===== src/rtl/idiv_pkg.sv =====
package idiv_pkg;
  typedef enum logic {
    ST_IDLE = 1'b0,
    ST_RUN  = 1'b1
  } div_state_e;
endpackage


===== src/rtl/idiv_prep.sv =====
module idiv_prep #(
  parameter int W = 32
) (
  input  logic [W-1:0] dividend,
  input  logic [W-1:0] divisor,
  input  logic         is_signed,
  output logic [W-1:0] dvd_mag,
  output logic [W-1:0] dvs_mag,
  output logic         neg_res
);
  localparam logic [W-1:0] MOST_NEG = {1'b1, {(W-1){1'b0}}};
  localparam logic [W-1:0] ONE      = {{(W-1){1'b0}}, 1'b1};

  logic zero_dvs, ovf_case, subst, a_neg, b_neg;

  always_comb begin
    zero_dvs = (divisor == '0);
    ovf_case = is_signed && (dividend == MOST_NEG) && (divisor == '1);
    subst    = zero_dvs || ovf_case;
    a_neg    = is_signed && dividend[W-1];
    b_neg    = is_signed && divisor[W-1] && !subst;
    dvd_mag  = a_neg ? (-dividend) : dividend;
    if (subst) dvs_mag = ONE;
    else       dvs_mag = b_neg ? (-divisor) : divisor;
    neg_res  = a_neg ^ b_neg;
  end
endmodule


===== src/rtl/idiv_core.sv =====
module idiv_core
  import idiv_pkg::*;
#(
  parameter int W = 32
) (
  input  logic         clk,
  input  logic         rst_n,
  input  logic         load,
  input  logic [W-1:0] dvd_mag,
  input  logic [W-1:0] dvs_mag,
  output logic         busy,
  output logic         finish,
  output logic [W-1:0] q_step
);
  localparam int CW = $clog2(W + 1);

  div_state_e  st_r, st_n;
  logic [W-1:0] rem_r, rem_n, q_r, q_n, dvs_r, dvs_n;
  logic [CW-1:0] cnt_r, cnt_n;

  logic [W:0]   shifted, trial;
  logic         fits;
  logic [W-1:0] rem_step;

  always_comb begin
    shifted  = {rem_r, q_r[W-1]};
    trial    = shifted - {1'b0, dvs_r};
    fits     = !trial[W];
    rem_step = fits ? trial[W-1:0] : shifted[W-1:0];
    q_step   = {q_r[W-2:0], fits};
  end

  assign busy   = (st_r == ST_RUN);
  assign finish = busy && (cnt_r == CW'(1));

  always_comb begin
    st_n  = st_r;
    rem_n = rem_r;
    q_n   = q_r;
    dvs_n = dvs_r;
    cnt_n = cnt_r;
    if (st_r == ST_IDLE) begin
      if (load) begin
        st_n  = ST_RUN;
        rem_n = '0;
        q_n   = dvd_mag;
        dvs_n = dvs_mag;
        cnt_n = CW'(W);
      end
    end else begin
      rem_n = rem_step;
      q_n   = q_step;
      cnt_n = cnt_r - CW'(1);
      if (cnt_r == CW'(1)) st_n = ST_IDLE;
    end
  end

  always_ff @(posedge clk or negedge rst_n) begin
    if (!rst_n) begin
      st_r  <= ST_IDLE;
      rem_r <= '0;
      q_r   <= '0;
      dvs_r <= '0;
      cnt_r <= '0;
    end else begin
      st_r  <= st_n;
      rem_r <= rem_n;
      q_r   <= q_n;
      dvs_r <= dvs_n;
      cnt_r <= cnt_n;
    end
  end

  // substitution leaves a nonzero divisor in the loop
  assert_dvs_nonzero_R3: assert property (@(posedge clk) disable iff (!rst_n)
    busy |-> (dvs_r != '0));
  // restoring invariant, the partial remainder stays below the divisor
  assert_rem_bound_R1: assert property (@(posedge clk) disable iff (!rst_n)
    busy |-> (rem_r < dvs_r));
endmodule


===== src/rtl/idiv_sign.sv =====
module idiv_sign #(
  parameter int W = 32
) (
  input  logic [W-1:0] q_mag,
  input  logic         neg,
  output logic [W-1:0] q_out
);
  always_comb q_out = neg ? (-q_mag) : q_mag;
endmodule


===== src/rtl/int_seq_divider.sv =====
module int_seq_divider #(
  parameter int W     = 32,
  parameter int IDX_W = 5
) (
  input  logic             clk,
  input  logic             rst_n,
  input  logic             start,
  input  logic             is_signed,
  input  logic [W-1:0]     dividend,
  input  logic [W-1:0]     divisor,
  input  logic [IDX_W-1:0] dst_idx,
  output logic             busy,
  output logic             done,
  output logic [W-1:0]     quotient,
  output logic             wr_en,
  output logic [IDX_W-1:0] wr_idx
);
  logic [W-1:0] dvd_mag, dvs_mag, q_step, q_signed;
  logic         neg_res, finish, accept;

  logic             neg_r, neg_n;
  logic [IDX_W-1:0] idx_r, idx_n, wr_idx_n;
  logic             done_n, wr_en_n;
  logic [W-1:0]     quot_n;

  idiv_prep #(.W(W)) u_prep (
    .dividend (dividend),
    .divisor  (divisor),
    .is_signed(is_signed),
    .dvd_mag  (dvd_mag),
    .dvs_mag  (dvs_mag),
    .neg_res  (neg_res)
  );

  idiv_core #(.W(W)) u_core (
    .clk    (clk),
    .rst_n  (rst_n),
    .load   (accept),
    .dvd_mag(dvd_mag),
    .dvs_mag(dvs_mag),
    .busy   (busy),
    .finish (finish),
    .q_step (q_step)
  );

  idiv_sign #(.W(W)) u_sign (
    .q_mag(q_step),
    .neg  (neg_r),
    .q_out(q_signed)
  );

  assign accept = start && !busy;

  always_comb begin
    neg_n    = accept ? neg_res : neg_r;
    idx_n    = accept ? dst_idx : idx_r;
    done_n   = finish;
    wr_en_n  = finish && (idx_r != '0);
    quot_n   = finish ? q_signed : quotient;
    wr_idx_n = finish ? idx_r : wr_idx;
  end

  always_ff @(posedge clk or negedge rst_n) begin
    if (!rst_n) begin
      neg_r    <= 1'b0;
      idx_r    <= '0;
      done     <= 1'b0;
      wr_en    <= 1'b0;
      quotient <= '0;
      wr_idx   <= '0;
    end else begin
      neg_r    <= neg_n;
      idx_r    <= idx_n;
      done     <= done_n;
      wr_en    <= wr_en_n;
      quotient <= quot_n;
      wr_idx   <= wr_idx_n;
    end
  end

  // completion is a single-cycle pulse
  assert_done_pulse_R7: assert property (@(posedge clk) disable iff (!rst_n)
    done |=> !done);
  // the result only changes on a completion
  assert_quot_hold_R7: assert property (@(posedge clk) disable iff (!rst_n)
    !done |-> $stable(quotient));
  // write-back only with done and a nonzero index
  assert_wr_gate_R8: assert property (@(posedge clk) disable iff (!rst_n)
    wr_en |-> (done && (wr_idx != '0)));
  // busy rises only after an accepted start
  assert_busy_cause_R5: assert property (@(posedge clk) disable iff (!rst_n)
    $rose(busy) |-> $past(start));
  // busy falls exactly when done appears
  assert_busy_end_R5: assert property (@(posedge clk) disable iff (!rst_n)
    $fell(busy) |-> done);
endmodule


===== config.mk =====
export PLATFORM = sky130hd
export DESIGN_NAME = int_seq_divider
export DESIGN_NICKNAME = d
export VERILOG_FILES = /design/src/rtl/idiv_pkg.sv /design/src/rtl/idiv_prep.sv /design/src/rtl/idiv_core.sv /design/src/rtl/idiv_sign.sv /design/src/rtl/int_seq_divider.sv
export SDC_FILE = /design/constraint.sdc
export NUM_CORES = 1
export LEC_CHECK = 0
export BUFFER_PORTS_ARGS = -buffer_cell sky130_fd_sc_hd__buf_2
export CAP_MARGIN = 20
export CORE_AREA = 2 2 241 124
export DETAILED_ROUTE_END_ITERATION = 6
export DIE_AREA = 0 0 243 126
export HOLD_SLACK_MARGIN = 0.15
export SETUP_SLACK_MARGIN = 0.3
export SLEW_MARGIN = 20
export SYNTH_ARGS = -nofsm -noshare
export SYNTH_HDL_FRONTEND = slang
export SYNTH_SLANG_ARGS = --single-unit

===== constraint.sdc =====
create_clock -name clk -period 10 [get_ports clk]
set_clock_uncertainty 0.2 [all_clocks]
set_input_delay 1 -clock clk [delete_from_list [all_inputs] [get_ports clk]]
set_output_delay 1 -clock clk [all_outputs]
set_load 0.1 [all_outputs]

==> results.yml, run 1 <==
outcome:
  status: "complete, no violations"
critical_path:
  reg2reg_slack_ps: 4490
  cp_max_fo: 13
  path_cells: "inv_1 > ha_1 > fa_1 > nand2b_1 > a211oi_1 > o21a_1 > o311ai_1 > mux2i_1 > or2_1 > buf_4 > inv_1 > ha_1 > nand2_1 > nor4_1 > buf_4 > nand3_1 > or2_2 > or4_1 > o41ai_1 > xor2_1 > o21ai_0"
  end_kind: "register"
  crit_slowest_cell: "or4_1"
  cp-startpoint: "u_core.q_r[31]"
  reg2reg_depth: 21
  crit_path_max_incr_delay_ps: 520
  crit_type: "register to register"
  critPathRequiredTime_ps: 10090
  r2r-start: "u_core.q_r[31]"
  worstPathArrival_ps: 5600
  r2r_end: "quotient[26]"
  cp_num_buf_inv: 4
  path_delay_family: "simple AND/OR/NAND/NOR gates"
  start_kind: "register"
die:
  core_um2: 28520
  dieWidth_um: 243
  rows: 44
  design.portCount: 113
  dieArea_um2: 30620
  start_util: 0.3471
  fp.dieH_um: 126
synth:
  yosys.area.top_type: "dfrtp_1"
  synth_area_per_cell_um2: 8.220
  synth_top_area_frac: 0.3742
  synthArstFlopShare: 1.000
  syn_nets: 1316
  syn_area_um2: 9897
  synth_flop_cell: "dfrtp_1"
  ys_warn_count: 0
  ys_seq_elements: 148
  ys_types: 69
  netlist_instances: 1204
  synth_area_leaders: "dfrtp_1 37%, o21ai_0 8.9%, nand2_1 6.9%"
  synth_edf_count: 0
  seq_area_frac_synth: 0.3742
clock_network:
  clk_latency_ps: 440
  cts_buffers: 17
  cts.reportedPaths.clkPinSlew_ps: 70
  clock_path_buffers: 2
  cts_tree: "yes"
  post_cts_buffers: 0
  cts_resized: 0
  ctsRootBufferMaster: "clkbuf_16"
  clock-sinks: 148
  postCtsHoldBufs: 0
  htreeDepth: 4
sta:
  slew_headroom: 0.4116
  worstMarginPinSlew_ps: 882.6
  period_minus_slack_ps: 5512
  drv_slew: 0
  setup_viol: 0
  fmax_ghz: 0.1814
  post-route-period-util: 0.5512
  worst_hold_slack_ps: 266.1
  rsz0062_at_grt: "no"
  hold_viol_final: 0
  fin_setup_tns_ps: 0
hold_path:
  whs_endpoint: "u_core.cnt_r[5]"
  min_path_type: "register to register"
  min-delay-start: "u_core.cnt_r[5]"
  min_delay_path_depth: 1
flow_run:
  drv_cap: 0
global_routing:
  grt_max_degree: 82
  track_usage: 0.2008
  grt_pass1_wl_um: 47970
  grt_pass1_vias: 8366
  overflow: 0
  antenna_found_initial: 3
final_layout:
  drive_gt1_frac: 0.1346
  layout_common_cells: "182 x nand2_1, 176 x o21ai_0, 147 x dfrtp_1"
  final_common_cell: "nand2_1"
  instances_no_fill: 1692
  area_growth_pct: 15.52
  nNetsFinal: 1399
  n_fill_cell: 2985
power:
  power_frac_comb: 0.602
  p_clk_frac: 0.146
  p_int_mw: 2.319
  p_leak_nw: 5.124
  pwr-share-seq: 0.252
  power.density_nw_per_um2: 419.4
  ir_drop_v: 0.0002193
  p_sw_mw: 2.477
  p_sw_frac: 0.5165
placed_design:
  port_buffers: 112
  place.gp.congestion: 0.8780
  dp.cells: 1659
  hpwl_um: 22320
routing:
  wirelength_um: 30040
  drtIter0Drc: 851
  wl_per_cell_um: 17.75
  viasPerCell: 5.423
  route.detailed.drc: 0
  num_vias: 9175
  drt_first_pass_iters: 5
  ant_nets: 0
[through the flow]
| stage | instance area, um2 | utilization | total power, mW | setup slack, ps |
|---|---|---|---|---|
| after global routing | 11430 | 0.4009 | 5.206 | 4155 |
| after floorplan | 9897 | - | 3.358 | 4963 |
| after CTS | 11430 | 0.4008 | 4.773 | 4549 |
| after detailed placement | 10800 | 0.3786 | 4.047 | 4574 |
| final | 11430 | 0.4009 | 4.795 | 4488 |
| after global placement | 10800 | 0.3786 | 3.996 | 4791 |
[per-layer routing]
metal / part of all wire / routed length, um / GRT usage
met4: 0.016 / 486 / 0.05558
met3: 0.078 / 2339 / 0.04327
met2: 0.35 / 10420 / 0.2366
met5: 0 / 0 / 0
met1: 0.56 / 16790 / 0.3424
[cell type report]
class                           instances  area (um2)  area share
Antenna cell                            1       2.502   0.0002189
Multi-Input combinational cell        939        5741      0.5021
Tap cell                              391       489.2     0.04279
Clock buffer                           17       425.4     0.03721
Clock inverter                         15       209.0     0.01828
Inverter                               60       225.2     0.01970
Sequential cell                       148        3707      0.3242
Timing Repair Buffer                  121       634.4     0.05548
[Yosys cell counts (6+ instances only)]
cell type  count
o211ai_1       6
or4_1          6
nand4_1       15
dfrtp_1      148
nand2b_1      13
xor2_1        58
a21o_1        23
o31ai_1       14
ha_1          38
inv_1         57
nor3_1        25
o21ai_0      176
clkbuf_1      46
nand3_1       12
nand2_1      182
or3_1         18
o21bai_1       6
nor2b_1        7
xnor2_1       50
nor3b_1       19
o41ai_1       11
a211oi_1      10
a21oi_1       78
nor2_1        65
mux2i_1       13
nor4_1        11
a31oi_1       15
[power by group through the flow]
stage / clock network [mW] / logic, mW / registers [mW]
after detailed placement: 0 / 2.84 / 1.21
after floorplan: 0 / 1.81 / 1.54
final: 0.700 / 2.89 / 1.21
after global routing: 0.744 / 3.21 / 1.25
after global placement: 0 / 2.80 / 1.19
after CTS: 0.718 / 2.86 / 1.20
[cell families after synthesis]
family                   count (synthesis)  share of synthesized area
AO/OA/AOI/OAI                          376                     0.2240
multiplexers                            16                    0.01656
buffers and inverters                  117                    0.04602
adder cells (fa/ha/maj)                 39                    0.05006
flip-flops                             148                     0.3742
XOR/XNOR                               108                    0.09558
AND/OR/NAND/NOR                        400                     0.1936
[flip-flops by register name (all words and copies together) (netlist names), 5 cells and up]
register      count
u_core.q_r       32
u_core.dvs_r     32
idx_r             5
u_core.cnt_r      6
quotient         32
wr_idx            5
u_core.rem_r     32
[worst max path at each step]
stage                         endpoint  slack [ps]  cells past startpoint
after floorplan           quotient[26]        4960                     20
after global placement    quotient[26]        4790                     21
after detailed placement  quotient[26]        4570                     21
after CTS                 quotient[26]        4550                     21
after global routing      quotient[26]        4150                     21
final                     quotient[26]        4490                     21
[worst reg2reg max path, cell delays in order (launching register included)]
cell      delay (ps)
dfrtp_1          370
inv_1             50
ha_1             200
fa_1             410
nand2b_1         170
a211oi_1         360
o21a_1           290
o311ai_1         180
mux2i_1          160
or2_1            240
buf_4            200
inv_1            100
ha_1             170
nand2_1           90
nor4_1           240
buf_4            200
nand3_1          100
or2_2            380
or4_1            520
o41ai_1          460
xor2_1           170
o21ai_0           80
No activity file was read; power rests on OpenSTA's default activity.
==> run 2: changes to the inputs <==
- clock period: 10 -> 5.3 ns (I/O delays scaled with it)
==> run 2 against run 1 <==
Compared with the run above: utilization up 0.31 points; hold slack worse by 71 ps; setup slack worse by 4000 ps; cell count up 0.47%; sequential share of layout area down 0.25 points; sequential power up 88%; flip-flop and latch count unchanged; first-iteration DRC count up 0.71%; fmax up 15%; critical path depth down 2; register-to-register slack worse by 4000 ps; critical endpoint is now quotient[28]; largest cell class unchanged; highest routed layer unchanged.
==> results.yml, run 2 (synthesis results as in run 1) <==
hold_path:
  min_path_type: "input port to register"
critical_path:
  critPathRequiredTime_ps: 5400
  end_kind: "register"
  r2r-start: "u_core.q_r[31]"
  crit_path_end: "quotient[28]"
  cp-startpoint: "u_core.q_r[31]"
  cp_max_fo: 4
  crit_type: "register to register"
  worstPathArrival_ps: 4890
  start_kind: "register"
  r2r_end: "quotient[28]"
  reg2reg_depth: 19
  reg2reg_slack_ps: 520
sta:
  post-route-period-util: 0.9026
  fin_ws_ps: 516.5
  period_minus_slack_ps: 4784
  rsz0062_at_grt: "no"
  slew_headroom: 0.4302
  fin_setup_tns_ps: 0
  drv_slew: 0
  hold_viol_final: 0
  setup_viol: 0
  fmax_ghz: 0.2091
  worstMarginPinSlew_ps: 846.9
power:
  ir_drop_v: 0.0004310
  p_leak_nw: 5.155
  power.density_nw_per_um2: 781.3
placed_design:
  place.gp.congestion: 0.8575
  hpwl_um: 22260
  port_buffers: 112
  post-place-ws_ps: 263.9
die:
  dieWidth_um: 243
  start_util: 0.3471
  dieArea_um2: 30620
  fp.dieH_um: 126
  design.portCount: 113
  core_um2: 28520
  rows: 44
routing:
  drt_first_pass_iters: 6
  wl_per_cell_um: 17.68
  wirelength_um: 30060
  ant_nets: 0
  route.detailed.drc: 0
  viasPerCell: 5.358
  drtIter0Drc: 857
  num_vias: 9108
global_routing:
  track_usage: 0.1981
  overflow: 0
  grt_pass1_vias: 8222
  antenna_found_initial: 3
  grt_max_degree: 89
  grt_pass1_wl_um: 47180
clock_network:
  cts.reportedPaths.clkPinSlew_ps: 70
  cts_tree: "yes"
  clock-sinks: 148
  cts_buffers: 17
  clock_path_buffers: 2
  ctsRootBufferMaster: "clkbuf_16"
  clk_latency_ps: 450
  htreeDepth: 4
final_layout:
  drive_gt1_frac: 0.1413
  final_common_cell: "nand2_1"
  antennaDiodeCount: 0
  area_growth_pct: 16.41
  nNetsFinal: 1408
  layout_common_cells: "181 x nand2_1, 175 x o21ai_0, 147 x dfrtp_1"
flow_run:
  drv_cap: 0
outcome:
  status: "complete, no violations"
## run 2: worst min-delay path by stage
| stage | startpoint | end | slack (ps) | cells past startpoint |
|---|---|---|---|---|
| 2_1_floorplan | rst_n | done | 30 | 0 |
| 3_3_place_gp | u_core.cnt_r[5] | u_core.cnt_r[5] | 250 | 1 |
| 3_5_place_dp | quotient[17] | quotient[17] | 270 | 2 |
| 4_1_cts | divisor[31] | u_core.dvs_r[31] | 170 | 2 |
| 5_1_grt | divisor[31] | u_core.dvs_r[31] | 190 | 2 |
| 6_report | divisor[31] | u_core.dvs_r[31] | 200 | 2 |
## run 2: metal layers
layer  track usage  vias up  share of wire
li1              -     4447              -
met1        0.3341     4340           0.55
met2        0.2355      299           0.36
met3       0.05904       22          0.083
met4       0.03248        0         0.0096
met5             0        -              0
## run 2: cell type report
type / instances / area (um2)
Clock inverter: 13 / 137.6
Multi-Input combinational cell: 939 / 5802
Sequential cell: 148 / 3707
Inverter: 60 / 225.2
Fill cell: 2950 / 17000
Clock buffer: 19 / 442.9
Tap cell: 391 / 489.2
Timing Repair Buffer: 130 / 716.9
## run 2: repair_timing
action	4_1_cts	5_1_grt
setup buffers	0	1
cloned	0	0
resized for setup	1	10
endpoints found under the hold margin	47	0
endpoints found under the setup margin	2	3
hold buffers	6	0
pin swaps	0	4
## run 2: worst max-delay path, stage by stage (launching register included)
cell and delay [ps]:
dfrtp_1 370, inv_1 50, ha_1 210, fa_1 420, nand2b_1 180, a211oi_2 290, o21a_2 210, o311ai_2 120
mux2i_1 150, or2_1 280, inv_1 90, ha_1 190, nand2_2 100, nor4_4 310, nand3_1 150, or2_4 300
or4_4 460, o31ai_1 300, xor2_1 170, o21ai_0 100
## run 2: metrics by stage
stage	std cells	total power, mW	cell area [um2]	hold slack, ps	utilization
after floorplan	1204	6.338	9903	34.41	-
after global placement	1661	7.561	10820	254.1	0.3793
after detailed placement	1661	7.653	10820	265.5	0.3793
after CTS	1699	8.920	11460	167.7	0.4020
after global routing	1700	9.717	11520	189.5	0.4040
final	1700	9.002	11520	195.4	0.4040
## run 2: where the power goes
group          internal (mW)  switching (mW)
combinational           1.92            3.59
clock                  0.676           0.551
sequential              1.71           0.554
==> run 3: changes to the inputs <==
- MAX_ROUTING_LAYER: unset -> met4
==> run 3 against run 2 <==
Compared with the run above: fmax is essentially flat; largest power group unchanged; critical path type unchanged; highest routed layer unchanged; utilization is essentially flat; flip-flop and latch count is the same.
==> results.yml, run 3 (synthesis results as in run 1) <==
final_layout:
  area_growth_pct: 16.46
  regArea_um2: 3707
  multiInputGateArea_um2: 5802
  nNetsFinal: 1408
  final_common_cell: "nand2_1"
  drive_gt1_frac: 0.1413
  n_fill_cell: 2950
  layout_common_cells: "181 x nand2_1, 175 x o21ai_0, 147 x dfrtp_1"
clock_network:
  cts_tree: "yes"
  cts_buffers: 17
  cts.reportedPaths.clkPinSlew_ps: 70
  ctsRootBufferMaster: "clkbuf_16"
  clock_path_buffers: 2
  clock-sinks: 148
  htreeDepth: 4
  clk_latency_ps: 450
sta:
  setup_viol: 0
  fmax_ghz: 0.2090
  worst_hold_slack_ps: 194.1
  worstMarginPinSlew_ps: 859.5
  fin_ws_ps: 514.3
  drv_slew: 0
  fin_setup_tns_ps: 0
  rsz0062_at_grt: "no"
  hold_viol_final: 0
  period_minus_slack_ps: 4786
  slew_headroom: 0.4270
  post-route-period-util: 0.9030
placed_design:
  post-place-ws_ps: 263.9
  hpwl_um: 22260
  port_buffers: 112
  place.gp.congestion: 0.8712
power:
  p_int_mw: 4.305
  p_sw_mw: 4.702
  ir_drop_v: 0.0004303
  p_sw_frac: 0.5221
  p_clk_frac: 0.136
  p_leak_nw: 5.155
  power_frac_comb: 0.612
  pwr-share-seq: 0.252
  power.density_nw_per_um2: 781.5
global_routing:
  grt_max_degree: 89
  grt_pass1_wl_um: 47210
  antenna_found_initial: 3
  track_usage: 0.2041
  grt_pass1_vias: 8233
  overflow: 0
critical_path:
  end_kind: "register"
  path_delay_family: "simple AND/OR/NAND/NOR gates"
  cp_num_buf_inv: 2
  crit_path_max_incr_delay_ps: 460
  reg2reg_slack_ps: 510
  path_cells: "inv_1 > ha_1 > fa_1 > nand2b_1 > a211oi_2 > o21a_2 > o311ai_2 > mux2i_1 > or2_1 > inv_1 > ha_1 > nand2_2 > nor4_4 > nand3_1 > or2_4 > or4_4 > o31ai_1 > xor2_1 > o21ai_0"
  crit_slowest_cell: "or4_4"
  worstPathArrival_ps: 4890
  worstSetupPathDepth: 19
  start_kind: "register"
  critPathRequiredTime_ps: 5400
  reg2reg_depth: 19
  crit_type: "register to register"
  r2r_end: "quotient[28]"
  r2r-start: "u_core.q_r[31]"
  cp_max_fo: 4
flow_run:
  drv_cap: 0
outcome:
  status: "complete, no violations"
routing:
  viasPerCell: 5.336
  num_vias: 9082
  drt_first_pass_iters: 5
  wl_per_cell_um: 17.67
  route.detailed.drc: 0
  wirelength_um: 30080
  drtIter0Drc: 767
  ant_nets: 0
die:
  dieWidth_um: 243
  design.portCount: 113
  core_um2: 28520
  fp.dieH_um: 126
  rows: 44
  dieArea_um2: 30620
  start_util: 0.3471
hold_path:
  min-delay-start: "divisor[31]"
  min_path_type: "input port to register"
  whs_endpoint: "u_core.dvs_r[31]"
  min_delay_path_depth: 2
## run 3: cell types whose count changed in the layout (fill, tap and decap cells not counted)
cell / delta
diode_2: +2
## run 3: worst max path at each step
| stage | from | end | slack, ps |
|---|---|---|---|
| 3_5_place_dp | u_core.q_r[31] | quotient[26] | 260 |
| 4_1_cts | u_core.dvs_r[3] | quotient[26] | 320 |
| 6_report | u_core.q_r[31] | quotient[28] | 510 |
| 2_1_floorplan | u_core.dvs_r[0] | quotient[26] | 380 |
| 3_3_place_gp | u_core.q_r[31] | quotient[26] | 380 |
| 5_1_grt | u_core.q_r[31] | quotient[26] | 270 |
## run 3: repair_timing
| item | in CTS | in global routing |
|---|---|---|
| pin swaps | 0 | 4 |
| endpoints found under the hold margin | 47 | 0 |
| setup endpoints to repair | 2 | 3 |
| hold buffers | 6 | 0 |
| resized for setup | 1 | 10 |
| setup buffers | 0 | 1 |
## run 3: cell type report
type                            count  area share
Tap cell                          391     0.04244
Clock inverter                     13     0.01194
Multi-Input combinational cell    939      0.5034
Inverter                           60     0.01954
Timing Repair Buffer              130     0.06220
Clock buffer                       19     0.03843
Antenna cell                        2   0.0004342
Sequential cell                   148      0.3216
## run 3: metal layers
layer	part of all wire	GRT usage	up-vias
met5	0	-	-
met1	0.56	0.3347	4323
met2	0.36	0.2358	294
met3	0.079	0.05754	20
met4	0.0091	0.03248	0
li1	-	-	4445
## run 3: metrics by stage
| stage | power, mW | util | instance area, um2 | instances |
|---|---|---|---|---|
| final | 9.007 | 0.4042 | 11530 | 1702 |
| after global routing | 9.715 | 0.4041 | 11520 | 1701 |
| after CTS | 8.920 | 0.4020 | 11460 | 1699 |
| after detailed placement | 7.653 | 0.3793 | 10820 | 1661 |
| after global placement | 7.561 | 0.3793 | 10820 | 1661 |
| after floorplan | 6.338 | - | 9903 | 1204 |
## run 3: power groups by stage
| stage | logic, mW | clock network, mW | registers (mW) |
|---|---|---|---|
| finish | 5.51 | 1.23 | 2.27 |
| global route | 6.08 | 1.30 | 2.34 |
| CTS | 5.43 | 1.25 | 2.24 |
| detailed placement | 5.40 | 0 | 2.25 |
| global placement | 5.33 | 0 | 2.23 |
| floorplan | 3.43 | 0 | 2.91 |
